**src/rtl/muldiv_pkg.sv**
```systemverilog
package muldiv_pkg;
  localparam int OP_W = 4;

  localparam logic [OP_W-1:0] OP_DIVU  = 4'd0;
  localparam logic [OP_W-1:0] OP_REMU  = 4'd1;
  localparam logic [OP_W-1:0] OP_DIVS  = 4'd2;
  localparam logic [OP_W-1:0] OP_REMS  = 4'd3;
  localparam logic [OP_W-1:0] OP_MULLO = 4'd8;
  localparam logic [OP_W-1:0] OP_MULHI = 4'd9;

  typedef enum logic [1:0] {ST_IDLE, ST_RUN, ST_FIX} state_e;

  function automatic logic is_div(input logic [OP_W-1:0] op);
    return op[OP_W-1:2] == '0;
  endfunction

  function automatic logic is_mul(input logic [OP_W-1:0] op);
    return (op == OP_MULLO) || (op == OP_MULHI);
  endfunction
endpackage

```
**src/rtl/muldiv_divider.sv**
```systemverilog
module muldiv_divider #(
  parameter int W = 32
) (
  input  logic         clk,
  input  logic         rst_n,
  input  logic         load,
  input  logic         step,
  input  logic [W-1:0] dividend,
  input  logic [W-1:0] divisor,
  output logic [W-1:0] quotient,
  output logic [W-1:0] remainder
);
  logic [W-1:0] rem_q, quo_q, dvs_q;
  logic [W:0]   shifted, diff;
  logic         fits;

  always_comb begin
    shifted = {rem_q, quo_q[W-1]};
    diff    = shifted - {1'b0, dvs_q};
    fits    = ~diff[W];
  end

  always_ff @(posedge clk or negedge rst_n) begin
    if (!rst_n) begin
      rem_q <= '0;
      quo_q <= '0;
      dvs_q <= '0;
    end else if (load) begin
      rem_q <= '0;
      quo_q <= dividend;
      dvs_q <= divisor;
    end else if (step) begin
      rem_q <= fits ? diff[W-1:0] : shifted[W-1:0];
      quo_q <= {quo_q[W-2:0], fits};
    end
  end

  assign quotient  = quo_q;
  assign remainder = rem_q;
endmodule

```
**src/rtl/muldiv_multiplier.sv**
```systemverilog
module muldiv_multiplier #(
  parameter int W = 32
) (
  input  logic [W-1:0] a,
  input  logic [W-1:0] b,
  output logic [W-1:0] lo,
  output logic [W-1:0] hi
);
  logic [2*W-1:0] prod;

  always_comb begin
    prod = {{W{1'b0}}, a} * {{W{1'b0}}, b};
    lo   = prod[W-1:0];
    hi   = prod[2*W-1:W];
  end
endmodule

```
**src/rtl/muldiv_unit.sv**
```systemverilog
module muldiv_unit
  import muldiv_pkg::*;
#(
  parameter int W = 32
) (
  input  logic            clk,
  input  logic            rst_n,
  input  logic            in_valid,
  output logic            in_ready,
  input  logic [OP_W-1:0] in_op,
  input  logic [W-1:0]    in_a,
  input  logic [W-1:0]    in_b,
  output logic            out_valid,
  output logic [W-1:0]    out_result,
  output logic            out_illegal
);
  localparam int ITER = W;
  localparam int CW   = $clog2(ITER);

  state_e          state;
  logic [CW-1:0]   cnt_q;
  logic [OP_W-1:0] op_q;
  logic [W-1:0]    a_q;
  logic            qneg_q, rneg_q, bzero_q;

  logic            accept, take_div, signed_op;
  logic [W-1:0]    mag_a, mag_b, quo, rem, mul_lo, mul_hi, fix_result;

  assign in_ready  = (state == ST_IDLE);
  assign accept    = in_valid && in_ready;
  assign take_div  = accept && is_div(in_op);
  assign signed_op = in_op[1];

  always_comb begin
    mag_a = (signed_op && in_a[W-1]) ? -in_a : in_a;
    mag_b = (signed_op && in_b[W-1]) ? -in_b : in_b;
  end

  muldiv_divider #(.W(W)) u_div (
    .clk       (clk),
    .rst_n     (rst_n),
    .load      (take_div),
    .step      (state == ST_RUN),
    .dividend  (mag_a),
    .divisor   (mag_b),
    .quotient  (quo),
    .remainder (rem)
  );

  muldiv_multiplier #(.W(W)) u_mul (
    .a  (in_a),
    .b  (in_b),
    .lo (mul_lo),
    .hi (mul_hi)
  );

  always_comb begin
    unique case (op_q)
      OP_DIVU: fix_result = quo;
      OP_REMU: fix_result = rem;
      OP_DIVS: fix_result = qneg_q ? -quo : quo;
      OP_REMS: fix_result = rneg_q ? -rem : rem;
      default: fix_result = '0;
    endcase
    if (bzero_q) fix_result = op_q[0] ? a_q : '1;
  end

  always_ff @(posedge clk or negedge rst_n) begin
    if (!rst_n) begin
      state       <= ST_IDLE;
      cnt_q       <= '0;
      op_q        <= '0;
      a_q         <= '0;
      qneg_q      <= 1'b0;
      rneg_q      <= 1'b0;
      bzero_q     <= 1'b0;
      out_valid   <= 1'b0;
      out_result  <= '0;
      out_illegal <= 1'b0;
    end else begin
      out_valid   <= 1'b0;
      out_illegal <= 1'b0;
      unique case (state)
        ST_IDLE: begin
          if (take_div) begin
            state   <= ST_RUN;
            cnt_q   <= '0;
            op_q    <= in_op;
            a_q     <= in_a;
            qneg_q  <= signed_op && (in_a[W-1] ^ in_b[W-1]);
            rneg_q  <= signed_op && in_a[W-1];
            bzero_q <= (in_b == '0);
          end else if (accept) begin
            out_valid <= 1'b1;
            if (is_mul(in_op)) begin
              out_result <= (in_op == OP_MULHI) ? mul_hi : mul_lo;
            end else begin
              out_result  <= '0;
              out_illegal <= 1'b1;
            end
          end
        end
        ST_RUN: begin
          cnt_q <= cnt_q + 1'b1;
          if (cnt_q == CW'(ITER - 1)) state <= ST_FIX;
        end
        ST_FIX: begin
          out_valid  <= 1'b1;
          out_result <= fix_result;
          state      <= ST_IDLE;
        end
        default: state <= ST_IDLE;
      endcase
    end
  end
endmodule

```
**config.mk**
```make
export PLATFORM = sky130hd
export DESIGN_NAME = muldiv_unit
export DESIGN_NICKNAME = d
export VERILOG_FILES = /design/src/rtl/muldiv_pkg.sv /design/src/rtl/muldiv_divider.sv /design/src/rtl/muldiv_multiplier.sv /design/src/rtl/muldiv_unit.sv
export SDC_FILE = /design/constraint.sdc
export NUM_CORES = 2
export LEC_CHECK = 0
export BUFFER_PORTS_ARGS = -buffer_cell sky130_fd_sc_hd__buf_2
export CAP_MARGIN = 20
export CORE_MARGIN = 1.5
export CORE_UTILIZATION = 45
export CTS_BUF_LIST = sky130_fd_sc_hd__clkbuf_4
export DETAILED_ROUTE_END_ITERATION = 6
export PLACE_DENSITY = 0.69
export SLEW_MARGIN = 20
export SYNTH_ARGS = -nofsm -noshare
export SYNTH_HDL_FRONTEND = slang
export SYNTH_SLANG_ARGS = --single-unit
```
**constraint.sdc**
```tcl
create_clock -name clk -period 4 [get_ports clk]
set_input_delay 0 -clock clk [delete_from_list [all_inputs] [get_ports clk]]
set_output_delay 0 -clock clk [all_outputs]
set_load 0.03 [all_outputs]
```
==> key figures <==
Logic synthesis
  – Ys flop type: dfrtp_1
  – Fraction of registers with async set/reset: 100%
  – Seq/Total Area, Yosys: 9.49%
  – Synth Register Bits: 176
  – Post-synth EDFFs: 0
  – Ys Warns: 0
  – Cells after Synth: 5438
  – Syn Nets: roughly 6700
  – Cell Area, Synth: 46400 µm²
  – Synthesized area per cell: roughly 8.5 µm²
  – Post-synth cell types: 84

Drt
  – DRT Wirelength: roughly 160 mm
  – Vias: 40000
  – # DRC: 2
  – Routed WL per cell: 21.4 µm
  – Vias per std cell: about 5.5
  – Drt pass-1 iters: 7
  – Initial DRC count: 3480
  – Routed Antenna Nets: 0

Worst setup path
  – Largest fanout on the critical path: 6
  – Crit path to: out_result[30]
  – R2r setup slk: between 0.2 and 0.3 ns
  – R2r endpoint: u_div.remainder[0]
  – Reg2Reg Depth: 15
  – CP required: between 4 and 5 ns
  – Worst R2R Start: u_div.quotient[31]
  – WP data arrival: 6.81 ns
  – Critical path class: input pin to flop
  – Critical Path Source Type: input pin
  – CP Capture Type: flop
  – Crit path from: in_a[4]

Clock network
  – Total CTS buffers: 17
  – CTS tree: built
  – Clock Latency Late Sink: about 0.67 ns
  – CTS Sinks: 176
  – CTS max path bufs: 2
  – CTS root buf: clkbuf_4
  – CTS H-tree lvls: 4
  – Clock-pin transition on the worst setup and hold timing paths: 0.18 ns

Timing
  – Setup violations, final: 32
  – Worst setup margin: -2.30 ns
  – RSZ-0062 raised after global routing: yes
  – Fin crit period: between 6 and 7 ns
  – Tcrit/Tclk final: 158%
  – Relative slew margins: between 30 and 40%
  – Maximum achievable frequency: 0.159 GHz
  – Worst Clk Skew: 0.0380 ns
  – Final Slew Violations: 0
  – Final Hold Violating Endpoints: 0
  – Worst Tran Pin Value: 0.880 ns

Floorplan
  – Ports: roughly 110
  – DIE AREA: 105000 µm²
  – Die Width: 324 µm
  – Initial Util: 45.5%
  – Row Count: 117
  – Die Y: 324 µm
  – Core Region: 102000 µm²

Global routing
  – Largest net degree at the start of global routing: a little over 90
  – First-pass GRT wire length: around 240 mm
  – Vias in the first global route: 41000
  – Antenna violations before repair: 11
  – GR Overflow Total: 0
  – Total GRT Usage: 29.8%

Finish
  – Final net count: 7144
  – Layout cells sized above 1: 18.6%
  – Synthesis-to-layout area growth: 21.0%
  – Fill count: 8923
  – Design Area, Final: ~56000 µm²

Min path
  – Hold Crit Class: input pin to flop

Placed design
  – Post-DP Area: 52300 µm²
  – GPL Wtd Cong: 0.986
  – HPWL after DPL: roughly 120 mm
  – IO Port Bufs: between 100 and 150

Run status
  – Outcome: complete, but fails checks
  – Failing checks: DRC, setup timing

Flow run
  – MaxCap Viol Count: 0
[what timing repair did]
item / in CTS / in global routing
pin swaps: 141 / 140
setup buffers: 38 / 26
hold buffers: 40 / 7
hold endpoints to repair: 136 / 7
resized for setup: 327 / 192
gates cloned: 11 / 4
endpoints found under the setup margin: 32 / 34
[per-layer routing]
layer	global-route usage, %	share of wire (%)	wire [µm]	vias to the layer above
met2	48.1	46	72300	1727
met1	40.7	41	63500	20300
li1	-	-	-	17700
met5	0	0.013	21	-
met3	4.01	7.9	12300	331
met4	11.6	4.9	7610	4
[cell type report]
type | instances | area, µm² | share of cell area (%)
diodes | 10 | 25.0 | 0.0446
clock buffers | 17 | 128 | 0.227
clock inverters | 15 | 146 | 0.261
inverters | 927 | 3480 | 6.20
multi-input cells | 3960 | 38900 | 69.2
flip-flops and latches | 176 | 4400 | 7.84
well taps | 1368 | 1710 | 3.05
repair buffers | 792 | 7400 | 13.2
[sequential cells by signal (all words and copies together) (netlist names)]
| signal | cells |
|---|---|
| out_valid | 1 |
| state | 2 |
| u_div.dvs_q | 32 |
| cnt_q | 5 |
| u_div.remainder | 32 |
| bzero_q | 1 |
| qneg_q | 1 |
| rneg_q | 1 |
| a_q | 32 |
| out_illegal | 1 |
| out_result | 32 |
| u_div.quotient | 32 |
| op_q | 4 |
[cells in the mapped netlist (16+ instances only)]
master	instances	area (µm²)
buf_1	16	60.1
fa_1	897	18000
o21bai_1	16	120
ha_1	302	3780
a21o_1	34	255
o21a_1	16	120
dfrtp_1	176	4400
nand2_1	781	2930
nand3_1	93	465
o221ai_1	16	140
xnor2_1	109	955
o41ai_1	18	158
and3_1	22	138
o21ai_0	201	1010
a31oi_1	56	350
nor2_1	190	713
a21oi_1	188	941
or3_1	17	106
nand2b_1	18	113
clkbuf_1	341	1280
o211ai_1	20	150
xor2_1	79	692
nor3_1	49	245
inv_1	924	3470
and2_1	596	3730
nand4_1	31	194
o31ai_1	18	135
[how the worst min path moves through the flow]
stage | from | endpoint | slack [ns] | depth (start not counted)
4_1_cts | in_a[13] | u_div.quotient[13] | 0.0006 | 6
2_1_floorplan | rst_n | a_q[0] | -0.30 | 0
5_1_grt | in_b[9] | u_div.dvs_q[9] | 0.006 | 5
6_report | in_a[19] | u_div.quotient[19] | 0.004 | 5
3_3_place_gp | rst_n | u_div.dvs_q[5] | 0.14 | 1
3_5_place_dp | rst_n | cnt_q[0] | 0.14 | 1
[per-stage QoR]
step	hold WS (ns)	setup TNS (ns)	instances	utilization [%]	worst slack, ns
floorplan	-0.296	-75.09	5438	-	-2.59
global placement	0.142	-96.19	7109	51.3	-3.17
detailed placement	0.138	-97.67	7109	51.3	-3.21
CTS	0.000574	-65.33	7222	53.9	-2.18
global route	0.00567	-71.39	7258	55.0	-2.41
finish	0.00409	-67.38	7265	55.1	-2.30
[logic make-up after synthesis]
group	Yosys count	share of synthesized area, %
and+or+nand+nor	1866	19.7
buffers and inverters	1302	10.7
adders and majority gates	1199	46.8
AOI/OAI and AO/OA	694	9.37
xor gates and xnor gates	189	3.58
DFF	176	9.49
muxes	12	0.262
[worst max-delay path, stage by stage]
cell,delay [ns]
buf_6,0.13
buf_12,0.15
buf_6,0.12
and2_4,0.15
fa_1,0.47
fa_1,0.59
fa_1,0.46
fa_1,0.54
fa_1,0.59
fa_1,0.45
fa_1,0.56
inv_2,0.05
fa_1,0.52
inv_2,0.05
ha_4,0.28
a21oi_4,0.14
o21ai_1,0.08
a21o_1,0.20
a2111oi_4,0.35
nor2_1,0.11
a21o_4,0.23
buf_6,0.13
a31o_2,0.21
xnor2_2,0.14
o211ai_1,0.11
[cell usage in the layout, fill, tap and decap left out, drive strengths merged, types with 9 or more instances in the layout]
master,netlist,final
a211oi,15,15
a21o,35,35
a21oi,189,189
a221oi,9,9
a31oi,56,56
and2,596,596
and3,22,22
buf,27,734
clkbuf,347,23
dfrtp,176,176
diode,0,10
dlygate4sd3,1,47
fa,897,897
ha,302,302
inv,924,933
mux2i,11,11
nand2,781,781
nand2b,18,18
nand3,94,94
nand4,31,31
nor2,190,190
nor2b,14,14
nor3,49,49
nor4,16,16
o211ai,21,21
o21a,16,16
o21ai,203,203
o21bai,16,16
o221ai,16,16
o31ai,20,20
o41ai,19,19
or2,9,9
or3,18,18
or4,9,9
xnor2,109,109
xor2,80,80
Power is left out: the tool's default activity adds up to more than one toggle a clock period on the data nets, which glitch-free logic cannot reach.
